### src/rtl/spi_eng_pkg.sv
package spi_eng_pkg;
  typedef struct packed {
    logic cpol;
    logic cpha;
    logic lsb_first;
    logic wide;
  } spi_cfg_t;
endpackage

### src/rtl/spi_eng_sync.sv
module spi_eng_sync #(
  parameter int unsigned WIDTH  = 1,
  parameter int unsigned STAGES = 2,
  parameter logic [WIDTH-1:0] RST_VAL = '0
) (
  input  logic             clk_i,
  input  logic             rst_ni,
  input  logic [WIDTH-1:0] d_i,
  output logic [WIDTH-1:0] q_o
);
  logic [WIDTH-1:0] stage_q [STAGES];

  for (genvar s = 0; s < STAGES; s++) begin : g_stage
    always_ff @(posedge clk_i or negedge rst_ni) begin
      if (!rst_ni) stage_q[s] <= RST_VAL;
      else if (s == 0) stage_q[s] <= d_i;
      else stage_q[s] <= stage_q[(s == 0) ? 0 : s-1];
    end
  end

  assign q_o = stage_q[STAGES-1];
endmodule

### src/rtl/spi_eng_edge.sv
module spi_eng_edge
  import spi_eng_pkg::*;
#(
  parameter int unsigned DATA_W   = 16,
  parameter int unsigned NARROW_W = 8,
  localparam int unsigned CNT_W   = $clog2(DATA_W)
) (
  input  logic             clk_i,
  input  logic             rst_ni,
  input  logic             sck_s_i,
  input  logic             cs_s_ni,
  input  spi_cfg_t         cfg_i,
  output logic             cs_fall_o,
  output logic             latch_o,
  output logic             shift_o,
  output logic             done_o,
  output logic [CNT_W-1:0] cnt_o
);
  logic             k, k_q, cs_q, sel;
  logic             lead, trail;
  logic [CNT_W-1:0] cnt_q, last;

  // polarity folded in: rising of k is always an odd edge
  assign k     = sck_s_i ^ cfg_i.cpol;
  assign sel   = !cs_s_ni;
  assign lead  = sel & k & !k_q;
  assign trail = sel & !k & k_q;
  assign last  = cfg_i.wide ? CNT_W'(DATA_W-1) : CNT_W'(NARROW_W-1);

  always_ff @(posedge clk_i or negedge rst_ni) begin
    if (!rst_ni) begin
      k_q  <= 1'b0;
      cs_q <= 1'b1;
    end else begin
      k_q  <= k;
      cs_q <= cs_s_ni;
    end
  end

  // counts even edges; Nth even edge ends the word
  always_ff @(posedge clk_i or negedge rst_ni) begin
    if (!rst_ni) cnt_q <= '0;
    else if (!sel) cnt_q <= '0;
    else if (trail) cnt_q <= (cnt_q == last) ? '0 : cnt_q + 1'b1;
  end

  assign cs_fall_o = sel & cs_q;
  assign latch_o   = cfg_i.cpha ? trail : lead;
  assign shift_o   = cfg_i.cpha ? lead : trail;
  assign done_o    = trail && (cnt_q == last);
  assign cnt_o     = cnt_q;
endmodule

### src/rtl/spi_eng_shift.sv
module spi_eng_shift
  import spi_eng_pkg::*;
#(
  parameter int unsigned DATA_W   = 16,
  parameter int unsigned NARROW_W = 8
) (
  input  logic              clk_i,
  input  logic              rst_ni,
  input  spi_cfg_t          cfg_i,
  input  logic              load_i,
  input  logic [DATA_W-1:0] tx_i,
  input  logic              latch_i,
  input  logic              shift_i,
  input  logic              sdi_s_i,
  output logic              sdo_bit_o,
  output logic [DATA_W-1:0] rx_word_o
);
  logic [DATA_W-1:0] sh_q;
  logic              lat_q, out_q;
  logic              in_bit;

  function automatic logic [DATA_W-1:0] narrow_mask(input logic [DATA_W-1:0] w, input logic wide);
    logic [DATA_W-1:0] v;
    v = w;
    if (!wide) v[DATA_W-1:NARROW_W] = '0;
    return v;
  endfunction

  function automatic logic [DATA_W-1:0] step(input logic [DATA_W-1:0] r, input logic b,
                                             input spi_cfg_t c);
    logic [DATA_W-1:0] v;
    if (!c.lsb_first) begin
      v = {r[DATA_W-2:0], b};
    end else if (c.wide) begin
      v = {b, r[DATA_W-1:1]};
    end else begin
      v = '0;
      v[NARROW_W-2:0] = r[NARROW_W-1:1];
      v[NARROW_W-1]   = b;
    end
    return narrow_mask(v, c.wide);
  endfunction

  function automatic logic out_end(input logic [DATA_W-1:0] r, input spi_cfg_t c);
    if (c.lsb_first) return r[0];
    return c.wide ? r[DATA_W-1] : r[NARROW_W-1];
  endfunction

  // phase 1 finishes on its last capture edge: take sdi directly
  assign in_bit = cfg_i.cpha ? sdi_s_i : lat_q;

  always_ff @(posedge clk_i or negedge rst_ni) begin
    if (!rst_ni) begin
      sh_q  <= '0;
      lat_q <= 1'b0;
      out_q <= 1'b0;
    end else if (load_i) begin
      sh_q  <= narrow_mask(tx_i, cfg_i.wide);
      out_q <= 1'b0;
    end else begin
      if (latch_i) lat_q <= sdi_s_i;
      if (shift_i) begin
        sh_q <= step(sh_q, lat_q, cfg_i);
        if (cfg_i.cpha) out_q <= out_end(sh_q, cfg_i);
      end
    end
  end

  assign sdo_bit_o = cfg_i.cpha ? out_q : out_end(sh_q, cfg_i);
  assign rx_word_o = step(sh_q, in_bit, cfg_i);
endmodule

### src/rtl/spi_slave_engine.sv
module spi_slave_engine
  import spi_eng_pkg::*;
#(
  parameter int unsigned DATA_W   = 16,
  parameter int unsigned NARROW_W = 8,
  parameter int unsigned SYNC_N   = 2
) (
  input  logic              clk_i,
  input  logic              rst_ni,
  input  logic              sck_i,
  input  logic              ss_ni,
  input  logic              sdi_i,
  output logic              sdo_o,
  output logic              sdo_oe_o,
  input  logic              cpol_i,
  input  logic              cpha_i,
  input  logic              lsb_first_i,
  input  logic              wide_i,
  input  logic [DATA_W-1:0] tx_data_i,
  output logic [DATA_W-1:0] rx_data_o,
  output logic              rx_full_o,
  input  logic              rx_read_i
);
  localparam int unsigned CNT_W = $clog2(DATA_W);

  spi_cfg_t          cfg;
  logic              sck_s, cs_s_n, sdi_s;
  logic              cs_fall, latch, shift, done;
  logic [CNT_W-1:0]  bit_cnt;
  logic              sdo_bit;
  logic [DATA_W-1:0] rx_word, rx_q;
  logic              full_q;

  assign cfg = '{cpol: cpol_i, cpha: cpha_i, lsb_first: lsb_first_i, wide: wide_i};

  spi_eng_sync #(.WIDTH(3), .STAGES(SYNC_N), .RST_VAL(3'b010)) u_sync (
    .clk_i (clk_i),
    .rst_ni(rst_ni),
    .d_i   ({sck_i, ss_ni, sdi_i}),
    .q_o   ({sck_s, cs_s_n, sdi_s})
  );

  spi_eng_edge #(.DATA_W(DATA_W), .NARROW_W(NARROW_W)) u_edge (
    .clk_i    (clk_i),
    .rst_ni   (rst_ni),
    .sck_s_i  (sck_s),
    .cs_s_ni  (cs_s_n),
    .cfg_i    (cfg),
    .cs_fall_o(cs_fall),
    .latch_o  (latch),
    .shift_o  (shift),
    .done_o   (done),
    .cnt_o    (bit_cnt)
  );

  spi_eng_shift #(.DATA_W(DATA_W), .NARROW_W(NARROW_W)) u_shift (
    .clk_i    (clk_i),
    .rst_ni   (rst_ni),
    .cfg_i    (cfg),
    .load_i   (cs_fall),
    .tx_i     (tx_data_i),
    .latch_i  (latch),
    .shift_i  (shift),
    .sdi_s_i  (sdi_s),
    .sdo_bit_o(sdo_bit),
    .rx_word_o(rx_word)
  );

  always_ff @(posedge clk_i or negedge rst_ni) begin
    if (!rst_ni) begin
      rx_q   <= '0;
      full_q <= 1'b0;
    end else begin
      if (done) rx_q <= rx_word;
      if (done) full_q <= 1'b1;
      else if (rx_read_i) full_q <= 1'b0;
    end
  end

  assign sdo_oe_o  = !cs_s_n;
  assign sdo_o     = sdo_oe_o & sdo_bit;
  assign rx_data_o = rx_q;
  assign rx_full_o = full_q;
endmodule

### config.mk
export PLATFORM = sky130hd
export DESIGN_NAME = spi_slave_engine
export DESIGN_NICKNAME = d
export VERILOG_FILES = /design/src/rtl/spi_eng_pkg.sv /design/src/rtl/spi_eng_sync.sv /design/src/rtl/spi_eng_edge.sv /design/src/rtl/spi_eng_shift.sv /design/src/rtl/spi_slave_engine.sv
export SDC_FILE = /design/constraint.sdc
export NUM_CORES = 1
export LEC_CHECK = 0
export ABC_CLOCK_PERIOD_IN_PS = 4100
export BUFFER_PORTS_ARGS = -buffer_cell sky130_fd_sc_hd__buf_2
export CAP_MARGIN = 20
export CORE_ASPECT_RATIO = 1.2
export CORE_MARGIN = 10
export CORE_UTILIZATION = 40
export DETAILED_ROUTE_END_ITERATION = 12
export GPL_ROUTABILITY_DRIVEN = 0
export GPL_TIMING_DRIVEN = 0
export PLACE_DENSITY = 0.68
export SETUP_SLACK_MARGIN = 0.2
export SYNTH_ARGS = -nofsm -noshare
export SYNTH_HDL_FRONTEND = slang
export SYNTH_HIERARCHICAL = 1
export SYNTH_SLANG_ARGS = --single-unit
### constraint.sdc
create_clock -name clk_i -period 4.1 [get_ports clk_i]
set_input_delay 0.615 -clock clk_i [delete_from_list [all_inputs] [get_ports clk_i]]
set_output_delay 0.615 -clock clk_i [all_outputs]
set_load 0.05 [all_outputs]
==> impl_metrics.yaml, run 1 <==
routing:
  ant_nets: 0
  vias_per_cell: 5.06
  vias: 1701
  wirelength_um: 5270
  drt_iter0_drc: 105
  routedWlPerCell_um: 15.7
  drt_first_pass_iters: 4
  drc: 0
die:
  start_util_pct: 41.8
  dieArea_um2: 9510
  io_pins: 45
  die_h_um: 105
  core_um2: 5740
  fp-row-count: 30
  die_w_um: 90.7
yosys:
  ys_ff_latch: 47
  synthArstFlopShare_pct: 100
  ys_types: 44
  synth_top_area_share_pct: 45.9
  netlist.top_cell.by_area: "dfrtp_1"
  synthTopCellsByArea: "dfrtp_1 (46%), mux2_2 (8.4%), mux2i_1 (6.7%), mux2_4 (5.6%), dfstp_2 (3.3%)"
  syn-num-nets: 231
  synth_edf_count: 0
  synthCells: 204
  ys.flop_type: "dfrtp_1"
  ys_warn_count: 6
  synth_area_um2: 2400
  avgSynthCellArea_um2: 11.8
  seq_area_frac_synth_pct: 49.1
clock_tree:
  clock-sinks: 47
  tritoncts: "done"
  clock_latency_ns: 0.30
  clock_path_buffers: 2
  hold_buffers: 0
  htree_num_levels: 2
  cts-buffers-inserted: 5
  post_cts_resized: 0
  path_clk_slew_ns: 0.09
  cts_root_buffer: "clkbuf_8"
  cts_setup_buffers: 0
setup_path:
  critPathRequiredTime_ns: 4.33
  path_max_fanout: 10
  critPathArrivalTime_ns: 2.60
  critPathKind: "flop to flop"
  cp-start-kind: "flop"
  cp-end-kind: "flop"
final_layout:
  diodes: 0
  n_fill_cell: 544
  ff_latch_area_um2: 1180
  final_area_um2: 2840
  nNetsFinal: 282
  utilization_pct: 49.5
  multi_input_area_um2: 1070
  syn_to_final_growth_pct: 18.4
  drive_gt1_share_pct: 37.9
sta:
  max_freq_mhz: 422
  finalSetupViolations: 0
  hold_viol: 0
  fin_hold_ws_ns: 0.191
  skew_ns: 0.00880
  rsz0062_at_grt: "false"
  drv_slew: 0
  period_minus_slack_ns: 2.37
  slew_headroom_pct: 70.0
  tns_ns: 0
  tightest_slew_ns: 0.449
  period_share_pct: 57.8
placed_design:
  dp_hpwl_um: 3890
  io_buffers: 43
  dpl-instance-area_um2: 2720
run_status:
  status: "finished clean"
global_route:
  antenna_found_initial: 0
  grt_start_max_net_pins: 48
  grt_pass1_vias: 1860
  overflow: 0
  grt_pass1_wl_um: 9220
  grt.total_usage_pct: 11.6
power_and_ir_drop:
  power_density_nw_per_um2: 367
  ir_drop_uv: 143
  p_leak_nw: 1.38
run:
  drv_cap: 0
min_path:
  min_path_type: "primary input to async pin"
[state kept, by name, summed over array words and instances, names as in the netlist]
register,count
rx_data_o,16
rx_full_o,1
u_edge/cnt_o,4
u_edge/cs_q,1
u_edge/k_q,1
u_shift/lat_q,1
u_shift/out_q,1
u_shift/sh_q,16
u_sync/q_o,3
u_sync/stage_q,3
[worst max-delay path, cell delays in order, from the launching register on]
cell and delay [ns]:
dfrtp_1 0.36, buf_4 0.13, xnor2_2 0.27, inv_2 0.11, or3_1 0.31, a21oi_1 0.26, clkbuf_1 0.41, nor2_1 0.07
a311o_1 0.28, o21ai_1 0.11
[metrics by stage]
| stage | instances | power, W | setup WS (ns) |
|---|---|---|---|
| 3_3_place_gp | 327 | 0.000712 | 1.44 |
| 2_1_floorplan | 204 | 0.000657 | 1.61 |
| 4_1_cts | 335 | 0.00105 | 1.69 |
| 6_report | 336 | 0.00104 | 1.73 |
| 5_1_grt | 336 | 0.00110 | 1.54 |
| 3_5_place_dp | 327 | 0.000718 | 1.43 |
[report_power, final]
part	leakage (nW)	switching (W)	internal [W]
logic	0.715	0.0000895	0.0000862
clock network	0.0524	0.000152	0.000183
registers	0.611	0.0000325	0.000500
[cell type report]
class	count	share of cell area [%]
buffer	17	4.31
clock buffer	7	2.68
clock inverter	1	1.06
inverter	8	1.06
multi-input combinational	132	37.6
sequential	47	41.5
tap	80	3.52
timing repair buffer	44	8.27
[cell usage after synthesis, drive strengths merged (2+ instances only)]
| cell type | instances |
|---|---|
| mux2 | 27 |
| a21o | 2 |
| o21ai | 11 |
| nand3 | 4 |
| a21oi | 4 |
| nor2 | 8 |
| nor3b | 8 |
| buf | 13 |
| o2111ai | 2 |
| nand2 | 12 |
| mux2i | 16 |
| dfrtp | 44 |
| a22o | 2 |
| clkbuf | 4 |
| nor2b | 10 |
| a221o | 6 |
| inv | 8 |
| o211ai | 2 |
| dfstp | 3 |
| or3 | 3 |
[kinds of logic after synthesis]
| family | share of synthesized area (%) |
|---|---|
| flops | 49.1 |
| simple gates | 11.0 |
| xor+xnor | 1.04 |
| buf+inv | 6.36 |
| mux | 20.7 |
| fa+ha+maj | 0.521 |
| compound gates | 11.2 |
[layer usage]
metal	vias up	part of all wire [%]	wire length (um)	track usage [%]
li1	831	-	-	-
met2	34	51	2710	19.7
met4	0	1.6	85	4.78
met1	830	42	2200	13.6
met5	-	0	0	0
met3	6	5.2	275	3.08
[worst paths after layout]
path | startpoint | end | slack, ns | cells after the start
setup / recovery | u_sync/q_o[2] | u_shift/sh_q[7] | 1.73 | 9
hold / removal | rst_ni | u_sync/q_o[2] | 0.19 | 1
setup reg to reg | u_sync/q_o[2] | u_shift/sh_q[7] | 1.73 | 9
hold reg to reg | u_sync/stage_q[5] | u_sync/q_o[2] | 0.35 | 0
max in group asynchronous | rst_ni | u_edge/cs_q | 3.37 | 2
min in group clk_i | u_sync/stage_q[5] | u_sync/q_o[2] | 0.35 | 0
[placed cells by master (no fill, tap or decap), types with 7 or more instances in the layout]
master   count
mux2_4       9
inv_1        7
mux2_2      18
buf_2       47
nor2b_1     10
o21ai_0     10
nor2_1       8
nor3b_1      8
nand2_1     12
mux2i_1     16
dfrtp_1     44
(Power assumes the default switching activity.)
==> run 2, diff against run 1 <==
--- a/config.mk
+++ b/config.mk
@@ -5,7 +5,8 @@
 export SDC_FILE = /design/constraint.sdc
 export NUM_CORES = 1
 export LEC_CHECK = 0
-export ABC_CLOCK_PERIOD_IN_PS = 4100
+export ABC_AREA = 1
+export ABC_CLOCK_PERIOD_IN_PS = 2350
 export BUFFER_PORTS_ARGS = -buffer_cell sky130_fd_sc_hd__buf_2
 export CAP_MARGIN = 20
 export CORE_ASPECT_RATIO = 1.2
@@ -14,7 +15,7 @@
 export DETAILED_ROUTE_END_ITERATION = 12
 export GPL_ROUTABILITY_DRIVEN = 0
 export GPL_TIMING_DRIVEN = 0
-export PLACE_DENSITY = 0.68
+export PLACE_DENSITY = 0.67
 export SETUP_SLACK_MARGIN = 0.2
 export SYNTH_ARGS = -nofsm -noshare
 export SYNTH_HDL_FRONTEND = slang
==> constraint.sdc (replaced) <==
create_clock -name clk_i -period 2.35 [get_ports clk_i]
set_input_delay 0.3525 -clock clk_i [delete_from_list [all_inputs] [get_ports clk_i]]
set_output_delay 0.3525 -clock clk_i [all_outputs]
set_load 0.05 [all_outputs]
==> run 2 against run 1 <==
The run now ends with hold timing left. Power up 69%. Non-clock buffer count did not move. Area after synthesis up 9.5%. Via count up 32%. Clock power rose by 40%. Sequential power increased by 74%. Die area grew 7.5%. Register-to-register slack got worse by 1.3 ns. Hold slack got worse by 0.20 ns. Clock-buffer cell count did not move. Critical path type unchanged.
==> impl_metrics.yaml, run 2 <==
sta:
  rsz0062_at_grt: "false"
  hold_viol: 17
  slew_headroom_pct: 69.2
  drv_slew: 0
  fin_hold_ws_ns: -0.00942
  finalSetupViolations: 0
  tns_ns: 0
  period_share_pct: 81.2
  skew_ns: 0.00884
  max_freq_mhz: 524
  period_minus_slack_ns: 1.91
  tightest_slew_ns: 0.462
yosys:
  synth.most_common_cell: "nand2_1"
  ys_types: 31
  synth_common_cells: "nand2_1 (116), dfrtp_1 (44), nor2_1 (38)"
  synthTopCellsByArea: "dfrtp_1 (42%), nand2_1 (17%), nor2_1 (5.4%), inv_1 (5.1%), nand3_1 (4.6%)"
  seq_area_frac_synth_pct: 44.9
  synth_compound_gate_area_share_pct: 8.19
  ys_ff_latch: 47
  ys_warn_count: 6
  synth_top_area_share_pct: 41.9
  synth-xor-area-share_pct: 0
  synthCells: 343
  syn-num-nets: 370
  synth_edf_count: 0
  synthAdderAreaFrac_pct: 0.476
  synthMuxAreaShare_pct: 0
  synth_area_um2: 2630
  netlist.top_cell.by_area: "dfrtp_1"
  synthArstFlopShare_pct: 100
  yosys.area_share.simple_pct: 33.0
  avgSynthCellArea_um2: 7.66
  ys.flop_type: "dfrtp_1"
  synth_top_family_by_area: "simple AND/OR/NAND/NOR gates"
power_and_ir_drop:
  p_int_w: 0.00123
  clkPwrFrac_pct: 26.6
  netSwitchingPower_w: 0.000534
  switching_share_pct: 30.3
  seqPwrFrac_pct: 52.5
  pwr-share-comb_pct: 20.8
  power_density_nw_per_um2: 578
  p_leak_nw: 1.72
  ir_drop_uv: 312
  finalPower_w: 0.00177
setup_path:
  path_max_fanout: 10
  rr_worst_depth: 12
  critPathKind: "flop to flop"
  critPathRequiredTime_ns: 2.54
  cp-start-kind: "flop"
  max_stage_delay_ns: 0.36
  critPathArrivalTime_ns: 2.09
  critPathSlowestCell: "dfstp_2"
  cp-end-kind: "flop"
  crit_chain: "buf_4 > nor2_2 > inv_2 > nor2_8 > nor2_1 > a21oi_2 > nor2_8 > inv_6 > buf_8 > nand2_4 > a21oi_2 > nor2_2"
die:
  core_um2: 6410
  die_h_um: 109
  start_util_pct: 41.0
  fp-row-count: 32
  die_w_um: 94.0
  dieArea_um2: 10200
  io_pins: 45
routing:
  vias_per_cell: 4.68
  drt_iter0_drc: 140
  drc: 0
  ant_nets: 0
  routedWlPerCell_um: 12.2
  drt_first_pass_iters: 4
  wirelength_um: 5850
  vias: 2244
placed_design:
  io_buffers: 43
  dpl-instance-area_um2: 2950
  dp_hpwl_um: 4340
clock_tree:
  cts_setup_buffers: 0
  hold_buffers: 0
  path_clk_slew_ns: 0.09
  clock_path_buffers: 2
  htree_num_levels: 2
  tritoncts: "done"
  post_cts_resized: 0
  cts_root_buffer: "clkbuf_8"
  cts-buffers-inserted: 5
  clock-sinks: 47
  clock_latency_ns: 0.30
final_layout:
  drive_gt1_share_pct: 23.8
  n_fill_cell: 656
  final_common_cell: "nand2_1"
  diodes: 0
  final_area_um2: 3060
  utilization_pct: 47.7
  syn_to_final_growth_pct: 16.2
  layout_common_cells: "nand2_1 (116), buf_2 (44), dfrtp_1 (44)"
  nNetsFinal: 421
global_route:
  grt_start_max_net_pins: 48
  grt_pass1_wl_um: 9900
  grt.total_usage_pct: 11.9
  overflow: 0
  antenna_found_initial: 0
  grt_pass1_vias: 2264
run_status:
  status: "finished with violations"
  violations: "hold timing"
min_path:
  min_path_type: "primary input to async pin"
run:
  drv_cap: 0
==> run 2: cell types whose count changed after synthesis, sizes merged, moves of 8 or more <==
cell,delta
mux2,-27
mux2i,-16
nand2,+112
inv,+35
nor2b,-10
nand3,+20
nor2,+34
a21oi,+11
nor3b,-8
==> run 2: logic make-up (layout without fill, tap and decap cells) <==
group	count (synthesis)	count (layout)
simple gates	199	199
buf+inv	60	112
flops	47	47
compound gates	36	36
fa+ha+maj	1	1
==> run 2: through the flow <==
step	hold WS, ns	setup WS, ns	std cells
floorplan	0.0569	0.384	343
global placement	0.333	0.266	471
detailed placement	0.337	0.245	471
CTS	0.141	0.229	479
global route	0.0214	0.309	480
finish	-0.00942	0.441	480
==> run 2: power groups by stage <==
stage | clock (W) | combinational [W] | sequential [W]
6_report | 0.000470 | 0.000368 | 0.000927
5_1_grt | 0.000526 | 0.000421 | 0.000935
4_1_cts | 0.000493 | 0.000366 | 0.000927
3_5_place_dp | 0 | 0.000365 | 0.000943
3_3_place_gp | 0 | 0.000358 | 0.000941
2_1_floorplan | 0 | 0.000270 | 0.000929
==> run 2: final cells by class <==
class | count | area (um^2) | share of cell area, %
sequential | 47 | 1180 | 38.6
multi-input combinational | 236 | 1100 | 36.0
timing repair buffer | 44 | 235 | 7.70
buffer | 17 | 179 | 5.86
inverter | 43 | 174 | 5.69
tap | 85 | 106 | 3.48
clock buffer | 7 | 76.3 | 2.50
clock inverter | 1 | 5.00 | 0.164
==> run 2: path summary, 6_finish.rpt <==
| kind | from | endpoint | slack [ns] |
|---|---|---|---|
| max reg2reg | u_sync/q_o[1] | u_shift/sh_q[15] | 0.44 |
| min in group clk_i | ss_ni | u_sync/stage_q[4] | 0.15 |
| max | u_sync/q_o[1] | u_shift/sh_q[15] | 0.44 |
| min reg2reg | u_sync/stage_q[3] | u_sync/q_o[0] | 0.35 |
| min | rst_ni | rx_data_o[4] | -0.009 |
| max in group asynchronous | rst_ni | u_edge/cs_q | 1.76 |
==> run 2: critical path: cells and delay by family, from the launching register on <==
kind	cells	cell delay, ns
buffers and inverters	4	0.47
AOI/OAI and AO/OA	2	0.41
DFF	1	0.36
and+or+nand+nor	6	0.55
==> run 2: layer usage <==
layer	GRT usage (%)	vias up	part of all wire (%)
met5	0	-	0
met4	4.67	0	1.1
met3	3.30	6	6.6
met2	20.5	56	47
met1	13.5	1021	45
li1	-	1161	-
==> run 3, diff against run 2 <==
--- a/config.mk
+++ b/config.mk
@@ -6,7 +6,7 @@
 export NUM_CORES = 1
 export LEC_CHECK = 0
 export ABC_AREA = 1
-export ABC_CLOCK_PERIOD_IN_PS = 2350
+export ABC_CLOCK_PERIOD_IN_PS = 1900
 export BUFFER_PORTS_ARGS = -buffer_cell sky130_fd_sc_hd__buf_2
 export CAP_MARGIN = 20
 export CORE_ASPECT_RATIO = 1.2
==> constraint.sdc (replaced) <==
create_clock -name clk_i -period 1.9 [get_ports clk_i]
set_input_delay 0.285 -clock clk_i [delete_from_list [all_inputs] [get_ports clk_i]]
set_output_delay 0.285 -clock clk_i [all_outputs]
set_load 0.05 [all_outputs]
==> run 3 against run 2 <==
Critical path type unchanged. Critical endpoint is now u_shift/sh_q[8]. Register-to-register slack lost 0.22 ns. Clock skew shrank 0.00055 ns. Via count grew 3.6%. Non-clock buffer count grew 16. The flow now finishes without violations. Clock-buffer cell count is the same. Setup slack lost 0.22 ns. Final cell count grew 3.3%. Critical path depth shrank 1. Highest routed layer unchanged. Global-route usage grew 0.51 points.
==> impl_metrics.yaml, run 3 (synthesis gave the netlist of run 2 again) <==
run_status:
  status: "finished clean"
final_layout:
  syn_to_final_growth_pct: 27.0
  diodes: 0
  layout_common_cells: "nand2_1 (112), dfrtp_1 (44), buf_2 (43)"
  final_common_cell: "nand2_1"
  nNetsFinal: 437
  final_area_um2: 3340
  drive_gt1_share_pct: 31.4
  n_fill_cell: 638
routing:
  wirelength_um: 6380
  vias_per_cell: 4.69
  vias: 2325
  drc: 0
  drt_first_pass_iters: 4
  drt_iter0_drc: 226
  routedWlPerCell_um: 12.9
  ant_nets: 0
die:
  start_util_pct: 41.0
  die_h_um: 109
  core_um2: 6410
  die_w_um: 94.0
  fp-row-count: 32
  io_pins: 45
  dieArea_um2: 10200
power_and_ir_drop:
  p_int_w: 0.00172
  p_leak_nw: 1.84
  power_density_nw_per_um2: 730
  clkPwrFrac_pct: 29.6
  ir_drop_uv: 457
  switching_share_pct: 29.3
  pwr-share-comb_pct: 23.1
  seqPwrFrac_pct: 47.2
  netSwitchingPower_w: 0.000714
sta:
  period_share_pct: 88.2
  tns_ns: 0
  fin_hold_ws_ns: 0.0858
  rsz0062_at_grt: "true"
  slew_headroom_pct: 66.2
  max_freq_mhz: 597
  finalSetupViolations: 0
  hold_viol: 0
  skew_ns: 0.00829
  tightest_slew_ns: 0.506
  drv_slew: 0
  layout_setup_ws_ns: 0.224
  period_minus_slack_ns: 1.68
clock_tree:
  cts_root_buffer: "clkbuf_8"
  clock-sinks: 47
  tritoncts: "done"
  htree_num_levels: 2
  path_clk_slew_ns: 0.08
  cts-buffers-inserted: 5
  clock_path_buffers: 2
  clock_latency_ns: 0.30
global_route:
  use_met1_pct: 13.3
  gr-max-usage-layer: "met2"
  grt_start_max_net_pins: 48
  grt.total_usage_pct: 12.4
  overflow: 0
  use_met3_pct: 4.40
  antenna_found_initial: 0
  grt_pass1_vias: 2407
  grt_pass1_wl_um: 10400
  met2_usage_pct: 22.3
min_path:
  min_path_type: "primary input to flop"
setup_path:
  path_max_fanout: 5
  critPathArrivalTime_ns: 1.86
  cp-start-kind: "flop"
  cp-end-kind: "flop"
  critPathKind: "flop to flop"
  critPathRequiredTime_ns: 2.09
placed_design:
  io_buffers: 43
  post-place-ws_ns: 0.00251
  dpl-instance-area_um2: 2960
  dp_hpwl_um: 4420
run:
  drv_cap: 0
run 3: cell types whose count changed in the layout (fill, tap and decap cells not counted), moves of 2 or more:
cell	previous run	this run
nand3_1	24	22
a21oi_1	12	8
nor2_2	2	6
nand2_1	116	112
buf_4	5	14
nor2_4	0	2
nand2_2	6	10
o21ai_1	2	6
nor2_1	38	32
o21ai_0	8	3
buf_6	7	13
a21oi_2	3	6
run 3: per-stage QoR:
stage	total power [W]	cells	utilization (%)
after floorplan	0.00149	343	-
after global placement	0.00161	471	46.2
after detailed placement	0.00162	471	46.2
after CTS	0.00240	486	49.7
after global routing	0.00259	496	52.1
final	0.00244	496	52.1
run 3: what timing repair did:
item / CTS / global route
hold buffers: 0 / 1
pin swaps: 3 / 10
endpoints found under the hold margin: 0 / 20
gates cloned: 1 / 0
buffers inserted: 6 / 8
resized for setup: 10 / 27
setup endpoints to repair: 16 / 21
run 3: metal layers:
layer | part of all wire, % | vias to the layer above
li1 | - | 1194
met1 | 42 | 1064
met2 | 50 | 58
met3 | 6.7 | 9
met4 | 1.6 | 0
met5 | 0 | -
run 3: cell type report:
type / count / area [um^2] / share of cell area, %
clock inverter: 1 / 30.0 / 0.900
tap: 85 / 106 / 3.19
clock buffer: 7 / 76.3 / 2.29
timing repair buffer: 60 / 392 / 11.7
sequential: 47 / 1180 / 35.3
multi-input combinational: 236 / 1190 / 35.6
buffer: 17 / 190 / 5.70
inverter: 43 / 174 / 5.21
run 3: power by group through the flow:
stage          combinational [W]  clock, W  sequential, W
2_1_floorplan           0.000336         0        0.00115
3_3_place_gp            0.000445         0        0.00116
3_5_place_dp            0.000452         0        0.00117
4_1_cts                 0.000500  0.000751        0.00115
5_1_grt                 0.000634  0.000792        0.00116
6_report                0.000564  0.000723        0.00115
run 3: worst paths after layout:
kind	end	from	slack, ns	cells after the start
worst max-delay path	u_shift/sh_q[8]	u_sync/q_o[1]	0.22	11
worst min-delay path	u_sync/stage_q[4]	ss_ni	0.09	1
worst max register to register	u_shift/sh_q[8]	u_sync/q_o[1]	0.22	11
worst min register to register	u_sync/q_o[0]	u_sync/stage_q[3]	0.35	0
max in group asynchronous	u_sync/stage_q[4]	rst_ni	0.82	3
min in group asynchronous	rx_data_o[3]	rst_ni	0.48	2
run 3: critical path: stages (launching register included):
cell and delay [ns]:
dfstp_2 0.53, buf_6 0.11, nor2_4 0.04, inv_2 0.09, nor2_8 0.04, nor2_4 0.12, a21oi_4 0.06, nor2_8 0.12
clkinv_4 0.10, buf_16 0.15, nor2_1 0.14, a21oi_2 0.05
